[config.mk]
export PLATFORM = sky130hd
export DESIGN_NAME = fpctl_top
export DESIGN_NICKNAME = d
export VERILOG_FILES = /design/src/rtl/fpctl_pkg.sv /design/src/rtl/fpctl_regs.sv /design/src/rtl/fpctl_rm_resolve.sv /design/src/rtl/fpctl_acc_check.sv /design/src/rtl/fpctl_top.sv
export SDC_FILE = /design/constraint.sdc
export NUM_CORES = 1
export LEC_CHECK = 0
export CAP_MARGIN = 10
export CORE_MARGIN = 2
export CORE_UTILIZATION = 30
export CTS_BUF_LIST = sky130_fd_sc_hd__clkbuf_4 sky130_fd_sc_hd__clkbuf_8
export DETAILED_ROUTE_END_ITERATION = 7
export GPL_TIMING_DRIVEN = 1
export PLACE_DENSITY = 0.93
export SLEW_MARGIN = 15
export SYNTH_ARGS = -nofsm -noshare
export SYNTH_HDL_FRONTEND = slang
export SYNTH_SLANG_ARGS = --single-unit
[constraint.sdc]
create_clock -name clk -period 2.05 [get_ports clk]
set_clock_uncertainty 0.1 [all_clocks]
set_input_delay 0.3075 -clock clk [delete_from_list [all_inputs] [get_ports clk]]
set_output_delay 0.3075 -clock clk [all_outputs]
set_load 0.02 [all_outputs]
[src/rtl/fpctl_pkg.sv]
package fpctl_pkg;
   localparam int FLAG_W  = 5;
   localparam int RM_W    = 3;
   localparam int ACC_W   = 3;
   localparam int FLAG_LO = 0;
   localparam int RM_LO   = FLAG_LO + FLAG_W;
   localparam int ACC_LO  = RM_LO + RM_W;
   localparam int USED_W  = ACC_LO + ACC_W;
   localparam int ACC_CODES = 1 << ACC_W;

   localparam logic [RM_W-1:0] RM_DEFER     = 3'b111;
   localparam logic [RM_W-1:0] RM_FIRST_BAD = 3'b101;

   typedef enum logic [1:0] {
      VIEW_FULL  = 2'd0,
      VIEW_RM    = 2'd1,
      VIEW_FLAGS = 2'd2,
      VIEW_NONE  = 2'd3
   } csr_view_e;
endpackage

[src/rtl/fpctl_regs.sv]
module fpctl_regs
   import fpctl_pkg::*;
#(
   parameter int XLEN = 32
)(
   input  logic              clk,
   input  logic              rst_n,
   input  logic              csr_en,
   input  logic              csr_we,
   input  csr_view_e         view,
   input  logic [XLEN-1:0]   wdata,
   input  logic              merge_en,
   input  logic [FLAG_W-1:0] merge_flags,
   output logic [XLEN-1:0]   rdata,
   output logic [FLAG_W-1:0] flags_q,
   output logic [RM_W-1:0]   frm_q,
   output logic [ACC_W-1:0]  acc_q
);
   generate
      if (XLEN < USED_W) begin : g_bad_xlen
         $error("fpctl_regs: XLEN too small for the field layout");
      end
   endgenerate

   logic wr;
   logic wr_flags;
   logic wr_rm;
   logic wr_acc;

   assign wr       = csr_en && csr_we;
   assign wr_flags = wr && (view == VIEW_FULL || view == VIEW_FLAGS);
   assign wr_rm    = wr && (view == VIEW_FULL || view == VIEW_RM);
   assign wr_acc   = wr && (view == VIEW_FULL);

   logic unused_wdata;
   assign unused_wdata = ^wdata[XLEN-1:USED_W];

   always_ff @(posedge clk or negedge rst_n) begin
      if (!rst_n) begin
         flags_q <= '0;
         frm_q   <= '0;
         acc_q   <= '0;
      end else begin
         if (wr_flags) begin
            flags_q <= (view == VIEW_FULL) ? wdata[FLAG_LO +: FLAG_W] : wdata[FLAG_W-1:0];
         end else if (merge_en) begin
            flags_q <= flags_q | merge_flags;
         end
         if (wr_rm) begin
            frm_q <= (view == VIEW_FULL) ? wdata[RM_LO +: RM_W] : wdata[RM_W-1:0];
         end
         if (wr_acc) begin
            acc_q <= wdata[ACC_LO +: ACC_W];
         end
      end
   end

   always_comb begin
      rdata = '0;
      if (csr_en) begin
         unique case (view)
            VIEW_FULL: begin
               rdata[FLAG_LO +: FLAG_W] = flags_q;
               rdata[RM_LO +: RM_W]     = frm_q;
               rdata[ACC_LO +: ACC_W]   = acc_q;
            end
            VIEW_RM:    rdata[RM_W-1:0]   = frm_q;
            VIEW_FLAGS: rdata[FLAG_W-1:0] = flags_q;
            default:    rdata = '0;
         endcase
      end
   end

   a_r2_rsvd_zero: assert property (@(posedge clk) disable iff (!rst_n)
      csr_en && view == VIEW_FULL |-> rdata[XLEN-1:USED_W] == '0);

   a_r4_none_view: assert property (@(posedge clk) disable iff (!rst_n)
      csr_en && view == VIEW_NONE && csr_we |=>
         flags_q == $past(flags_q) || $past(merge_en));

   a_r1_reset_zero: assert property (@(posedge clk) disable iff (!rst_n)
      $rose(rst_n) |-> flags_q == '0 && frm_q == '0 && acc_q == '0);
endmodule

[src/rtl/fpctl_rm_resolve.sv]
module fpctl_rm_resolve
   import fpctl_pkg::*;
(
   input  logic [RM_W-1:0] op_rm,
   input  logic [RM_W-1:0] frm_q,
   output logic [RM_W-1:0] eff_rm,
   output logic            rm_bad
);
   logic defer;
   assign defer  = (op_rm == RM_DEFER);
   assign eff_rm = defer ? frm_q : op_rm;
   assign rm_bad = defer && (frm_q >= RM_FIRST_BAD);
endmodule

[src/rtl/fpctl_acc_check.sv]
module fpctl_acc_check
   import fpctl_pkg::*;
#(
   parameter int NUM_OPCLS = 4,
   parameter logic [NUM_OPCLS*ACC_CODES-1:0] SUPPORT_MASK = '1,
   localparam int CLS_W = (NUM_OPCLS > 1) ? $clog2(NUM_OPCLS) : 1,
   localparam int TBL_N = 1 << CLS_W
)(
   input  logic [CLS_W-1:0] op_cls,
   input  logic [ACC_W-1:0] acc,
   output logic             acc_ok
);
   localparam logic [ACC_CODES-1:0] EVEN_ONLY = 8'h55;

   generate
      if (NUM_OPCLS < 1) begin : g_bad_cls
         $error("fpctl_acc_check: NUM_OPCLS must be at least 1");
      end
   endgenerate

   logic [ACC_CODES-1:0] tbl [TBL_N];

   for (genvar c = 0; c < TBL_N; c++) begin : g_cls
      if (c < NUM_OPCLS) begin : g_real
         if (!SUPPORT_MASK[c*ACC_CODES]) begin : g_no_ieee
            $error("fpctl_acc_check: every class must support code 000");
         end
         assign tbl[c] = SUPPORT_MASK[c*ACC_CODES +: ACC_CODES] & EVEN_ONLY;
      end else begin : g_pad
         assign tbl[c] = '0;
      end
   end

   assign acc_ok = tbl[op_cls][acc];
endmodule

[src/rtl/fpctl_top.sv]
module fpctl_top
   import fpctl_pkg::*;
#(
   parameter int XLEN      = 32,
   parameter int NUM_OPCLS = 4,
   parameter logic [NUM_OPCLS*ACC_CODES-1:0] SUPPORT_MASK = 32'h05015515,
   localparam int CLS_W = (NUM_OPCLS > 1) ? $clog2(NUM_OPCLS) : 1
)(
   input  logic              clk,
   input  logic              rst_n,
   input  logic              csr_en,
   input  logic [1:0]        csr_view,
   input  logic              csr_we,
   input  logic [XLEN-1:0]   csr_wdata,
   output logic [XLEN-1:0]   csr_rdata,
   input  logic              op_valid,
   input  logic [2:0]        op_rm,
   input  logic [CLS_W-1:0]  op_cls,
   input  logic [4:0]        op_flags,
   output logic [2:0]        eff_rm,
   output logic [2:0]        eff_acc,
   output logic              op_trap
);
   csr_view_e         view;
   logic [FLAG_W-1:0] flags_q;
   logic [RM_W-1:0]   frm_q;
   logic [ACC_W-1:0]  acc_q;
   logic              rm_bad;
   logic              acc_ok;
   logic              merge_en;

   assign view = csr_view_e'(csr_view);

   fpctl_regs #(.XLEN(XLEN)) u_regs (
      .clk         (clk),
      .rst_n       (rst_n),
      .csr_en      (csr_en),
      .csr_we      (csr_we),
      .view        (view),
      .wdata       (csr_wdata),
      .merge_en    (merge_en),
      .merge_flags (op_flags),
      .rdata       (csr_rdata),
      .flags_q     (flags_q),
      .frm_q       (frm_q),
      .acc_q       (acc_q)
   );

   fpctl_rm_resolve u_rm (
      .op_rm  (op_rm),
      .frm_q  (frm_q),
      .eff_rm (eff_rm),
      .rm_bad (rm_bad)
   );

   fpctl_acc_check #(
      .NUM_OPCLS    (NUM_OPCLS),
      .SUPPORT_MASK (SUPPORT_MASK)
   ) u_acc (
      .op_cls (op_cls),
      .acc    (acc_q),
      .acc_ok (acc_ok)
   );

   assign eff_acc  = acc_q;
   assign op_trap  = op_valid && (rm_bad || !acc_ok);
   assign merge_en = op_valid && !op_trap;

   logic flag_wr;
   assign flag_wr = csr_en && csr_we && (view == VIEW_FULL || view == VIEW_FLAGS);

   a_r6_dyn_trap: assert property (@(posedge clk) disable iff (!rst_n)
      op_valid && op_rm == RM_DEFER && csr_rdata == '0 && frm_q >= RM_FIRST_BAD |-> op_trap);

   a_r7_odd_trap: assert property (@(posedge clk) disable iff (!rst_n)
      op_valid && eff_acc[0] |-> op_trap);

   a_r8_flag_merge: assert property (@(posedge clk) disable iff (!rst_n)
      op_valid && !op_trap && !flag_wr |=> (flags_q & $past(op_flags)) == $past(op_flags));

   a_r10_trap_hold: assert property (@(posedge clk) disable iff (!rst_n)
      op_valid && op_trap && !flag_wr |=> flags_q == $past(flags_q));
endmodule

==> impl_metrics.tcl, run 1 <==
set metrics [dict create \
    status "completed" \
    ys_types 24 \
    synth-xor-area-share_pct 0 \
    reg2reg_to "u_regs.flags_q[0]$_DFFE_PN0P_" \
    initial_core_util_pct 31.53 \
    core-area_um2 2758 \
    rr_worst_depth 5 \
    clk_latency_ns 0.27 \
    hold_viol 0 \
    min_period_ns 1.980 \
    dp.cells 191 \
    n_antenna_cell 0 \
    cts-root-buf "clkbuf_4" \
    syn_inst 104 \
    synthMuxAreaShare_pct 7.338 \
    cts_sinks 11 \
    final_common_cell "clkdlybuf4s50_1" \
    drv_slew 0 \
    cts.htree.levels 1 \
    crit_slowest_cell "clkdlybuf4s50_1" \
    crit_type "primary input to output pin" \
    final_cell_mix "clkdlybuf4s50_1, conb_1, buf_4" \
    io_pins 88 \
    io_buffer_count 45 \
    setup_viol 0 \
    worst_setup_path_end_kind "output pin" \
    drcViolationCount 0 \
    die_w_um 57.84 \
    antenna_found_initial 0 \
    grt_overflow 0 \
    power_density_nw_per_um2 571.5 \
    num_vias 863 \
    yosys.area.top_type "dfrtp_1" \
    area_growth_pct 58.99 \
    synth_fa_ha_area_share_pct 1.295 \
    dp_hpwl_um 1903 \
    synthesis.area_um2 869.6 \
    regArea_um2 275.3 \
    synth-simple-area-share_pct 26.62 \
    grt_setup_unrepaired "false" \
    cts_buffers 3 \
    die_y_um 57.84 \
    yosysWarnings 0 \
    drive_gt1_share_pct 17.68 \
    cts_tree "yes" \
    critPathArrivalTime_ns 1.57 \
    min_path_type "primary input to asynchronous set/reset pin" \
    cap_violations 0 \
    power_uw 790.2 \
    grtUsageTotal_pct 13.87 \
    dr.first_iter.drc_count 21 \
    firstDrtPassIters 4 \
    leakagePower_nw 0.6702 \
    drtAntennaViolNets 0 \
    synth_top_area_share_pct 31.65 \
    rows 19 \
    fin_nets 214 \
    wl_per_cell_um 11.66 \
    cts_setup_buffers 0 \
    grt_pass1_vias 812 \
    critPathMaxFanout 6 \
    cp-start-kind "primary input" \
    design.die.area_um2 3345 \
    synth-seq-area-share_pct 31.65 \
    clk_pin_slew_ns 0.07 \
    syn_avg_cell_area_um2 8.361 \
    timing.fmax_mhz 505.2 \
    vias_per_cell 4.426 \
    crit_chain "clkdlybuf4s50_1 -> nor3b_1 -> buf_4 -> and2_1 -> dlygate4sd2_1" \
    ir_drop_mv 0.2959 \
    period_share_pct 96.57 \
    reg2reg_from "u_regs.acc_q[1]$_DFFE_PN0P_" \
    stdcell_count 195 \
    grt_max_degree 12 \
    synth_top_family_by_area "simple AND/OR/NAND/NOR gates" \
    ys_ff_latch 11 \
    synth_compound_area_share_pct 13.67 \
    multiInputGateArea_um2 504.2 \
    synthTopCellsByArea "dfrtp_1, buf_4, nor2_1" \
    fillers 279 \
    routabilityCongestion 0.7908 \
    cpPeakStageDelay_ns 0.45 \
    required_ns 1.64 \
    grt_pass1_wl_um 3450 \
    reg2reg_slack_ns 0.20 \
    cts_buffer_depth 2 \
    wirelength_um 2273 \
]
how the worst max path moves through the flow:
stage | from | slack (ns) | end
6_report | csr_view[0] | 0.07 | csr_rdata[8]
5_1_grt | csr_view[0] | 0.002 | csr_rdata[8]
4_1_cts | op_rm[0] | 0.002 | eff_rm[2]
3_5_place_dp | op_cls[0] | -0.38 | op_trap
3_3_place_gp | op_cls[0] | -0.33 | op_trap
2_1_floorplan | u_regs.acc_q[1]$_DFFE_PN0P_ | 0.30 | u_regs.flags_q[0]$_DFFE_PN0P_
routing by layer:
layer  share of wire (%)  global-route usage [%]
met1                  40                   14.86
met3                 6.8                   3.348
met4                 2.5                   8.970
met5                   0                       0
met2                  51                   24.19
what timing repair did:
item,CTS,global route
endpoints found under the setup margin,14,4
cloned,0,0
gates resized for setup,18,5
hold buffers,0,0
worst max-delay path, delay by kind of cell:
family / cells / cell delay [ns]
buffers and inverters: 3 / 0.95
AND/OR/NAND/NOR: 2 / 0.33
cell families (layout without fill, tap and decap cells):
group | Yosys count | count (layout)
flip-flops | 11 | 11
buffers and inverters | 23 | 63
other | 1 | 21
AO/OA/AOI/OAI | 20 | 20
multiplexers | 6 | 6
AND/OR/NAND/NOR | 42 | 42
adder cells (fa/ha/maj) | 1 | 1
cell usage after synthesis (all sizes together):
cell type and n:
or4b 1, conb 1, nor3 1, mux2 3, a21oi 3, nor2b 8, maj3 1, buf 21
o21a 3, or2 2, o22ai 5, mux2i 3, and2 6, dfrtp 11, clkbuf 2, o31a 1
nor3b 1, and3b 2, o21ai 8, nor2 13, nand2 8
where the power goes:
part | internal (mW) | switching (mW) | total, mW
sequential | 0.253 | 0.0244 | 0.277
combinational | 0.178 | 0.174 | 0.352
clock | 0.0886 | 0.0725 | 0.161
total | 0.520 | 0.271 | 0.790
registers in the layout, indices dropped and copies added (netlist names):
name / cells
u_regs.frm_q: 3
u_regs.flags_q: 5
u_regs.acc_q: 3
area by class of cell:
class / instances / share of cell area [%]
Tap cell: 31 / 2.805
Sequential cell: 11 / 19.91
Timing Repair Buffer: 59 / 38.64
Multi-Input combinational cell: 90 / 36.47
Clock buffer: 4 / 2.172
metrics by stage:
step                      setup TNS, ns  hold slack (ns)  setup slack, ns  area (um^2)  util, %
final                                 0           0.2656          0.07040         1383    50.14
after floorplan                       0         -0.08809           0.3016        944.7        -
after CTS                             0           0.2706         0.002051         1381    50.09
after global routing                  0           0.2918         0.001734         1383    50.14
after detailed placement         -3.477           0.4288          -0.3755         1374    49.82
after global placement           -3.021           0.4191          -0.3311         1374    49.82
(Power assumes the default switching activity.)
==> run 2: changes to the inputs <==
==> constraint.sdc (replaced) <==
create_clock -name clk -period 2.26 [get_ports clk]
set_clock_uncertainty 0.1 [all_clocks]
set_input_delay 0.339 -clock clk [delete_from_list [all_inputs] [get_ports clk]]
set_output_delay 0.339 -clock clk [all_outputs]
set_load 0.02 [all_outputs]
==> run 2 against run 1 <==
Via count fell by 2.2%. Worst hold slack gained 0.027 ns. Cell area is 2.2% lower. Critical path type unchanged. Highest routed layer unchanged.
==> impl_metrics.tcl, run 2 (same netlist as run 1, synthesis figures left out) <==
set metrics [dict create \
    rr_worst_depth 4 \
    drive_gt1_share_pct 13.29 \
    ctsResizeCount 10 \
    design.die.area_um2 3345 \
    cts.htree.levels 1 \
    die_y_um 57.84 \
    critPathMaxFanout 2 \
    antenna_found_initial 0 \
    setup_viol 0 \
    min_period_ns 2.218 \
    grtUsageTotal_pct 13.25 \
    cts_setup_buffers 0 \
    cts_sinks 11 \
    setup_ws_ns 0.04155 \
    grt_pass1_wl_um 3422 \
    min_path_type "primary input to asynchronous set/reset pin" \
    dp_hpwl_um 1741 \
    die_w_um 57.84 \
    ir_drop_mv 0.2276 \
    final_cell_mix "clkdlybuf4s50_1, conb_1, nor2_1" \
    area_growth_pct 55.54 \
    status "completed" \
    utilization_pct 49.05 \
    n_antenna_cell 0 \
    grt_setup_unrepaired "false" \
    drv_slew 0 \
    timing.fmax_mhz 450.8 \
    initial_core_util_pct 31.53 \
    firstDrtPassIters 4 \
    final_area_um2 1353 \
    num_vias 844 \
    dr.first_iter.drc_count 9 \
    drcViolationCount 0 \
    wl_per_cell_um 11.12 \
    placed_cell_area_um2 1329 \
    period_share_pct 98.16 \
    power_density_nw_per_um2 518.1 \
    cts_tree "yes" \
    tns_ns 0 \
    fin_nets 208 \
    largest_register_ffs 5 \
    io_buffer_count 45 \
    postCtsHoldBufs 0 \
    rows 19 \
    crit_type "primary input to output pin" \
    vias_per_cell 4.466 \
    cap_violations 0 \
    worst_setup_path_end_kind "output pin" \
    reg2reg_slack_ns 0.51 \
    clk_latency_ns 0.27 \
    grt_max_degree 12 \
    drtAntennaViolNets 0 \
    power_uw 700.8 \
    leakagePower_nw 0.6557 \
    grt_pass1_vias 783 \
    reg2reg_from "u_regs.acc_q[1]$_DFFE_PN0P_" \
    wirelength_um 2102 \
    cts_buffers 3 \
    hold_viol 0 \
    cts_buffer_depth 2 \
    top_register "u_regs.flags_q" \
    io_pins 88 \
    cts-root-buf "clkbuf_4" \
    required_ns 1.82 \
    reg2reg_to "u_regs.flags_q[2]$_DFFE_PN0P_" \
    routabilityCongestion 0.8296 \
    grt_overflow 0 \
    core-area_um2 2758 \
    final_common_cell "clkdlybuf4s50_1" \
    reg_top3 "u_regs.flags_q x5, u_regs.acc_q x3, u_regs.frm_q x3" \
    cp-start-kind "primary input" \
    dp_slack_ns -0.2073 \
    critPathArrivalTime_ns 1.78 \
    clk_pin_slew_ns 0.07 \
]
## run 2: through the flow
stage | hold slack (ns) | cells
after floorplan | -0.05659 | 124
after global placement | 0.4209 | 185
after detailed placement | 0.4318 | 185
after CTS | 0.3011 | 189
after global routing | 0.3373 | 189
final | 0.2922 | 189
## run 2: worst max path at each step
| stage | start | endpoint | slack [ns] | cells after the start |
|---|---|---|---|---|
| 2_1_floorplan | u_regs.acc_q[1]$_DFFE_PN0P_ | u_regs.flags_q[0]$_DFFE_PN0P_ | 0.51 | 4 |
| 3_3_place_gp | op_cls[0] | op_trap | -0.20 | 5 |
| 3_5_place_dp | op_cls[0] | op_trap | -0.21 | 5 |
| 4_1_cts | op_cls[0] | op_trap | 0.01 | 5 |
| 5_1_grt | op_cls[0] | op_trap | 0.02 | 5 |
| 6_report | op_cls[0] | op_trap | 0.04 | 5 |
## run 2: critical path: stages
cell and delay, ns:
clkdlybuf4s50_1 0.50, nor2b_4 0.05, maj3_2 0.31, o31a_2 0.29
clkdlybuf4s15_1 0.30
## run 2: layout make-up
class	instances	area, um^2
fill	277	1405
tap	31	38.79
timing repair buffer	53	504.2
clock buffer	4	30.03
multi-input combinational	90	504.2
sequential	11	275.3
## run 2: where the power goes
group	total (mW)	internal, mW	switching [mW]
registers	0.258	0.229	0.0289
clock network	0.149	0.0804	0.0683
logic	0.294	0.149	0.145
total	0.701	0.458	0.242
## run 2: metal layers
metal / track usage [%] / share of wire (%) / vias up
met5: 0 / 0 / -
met4: 7.641 / 2.1 / 0
met3: 1.563 / 6.0 / 4
met2: 22.56 / 49 / 38
met1: 16.04 / 43 / 381
li1: - / - / 421
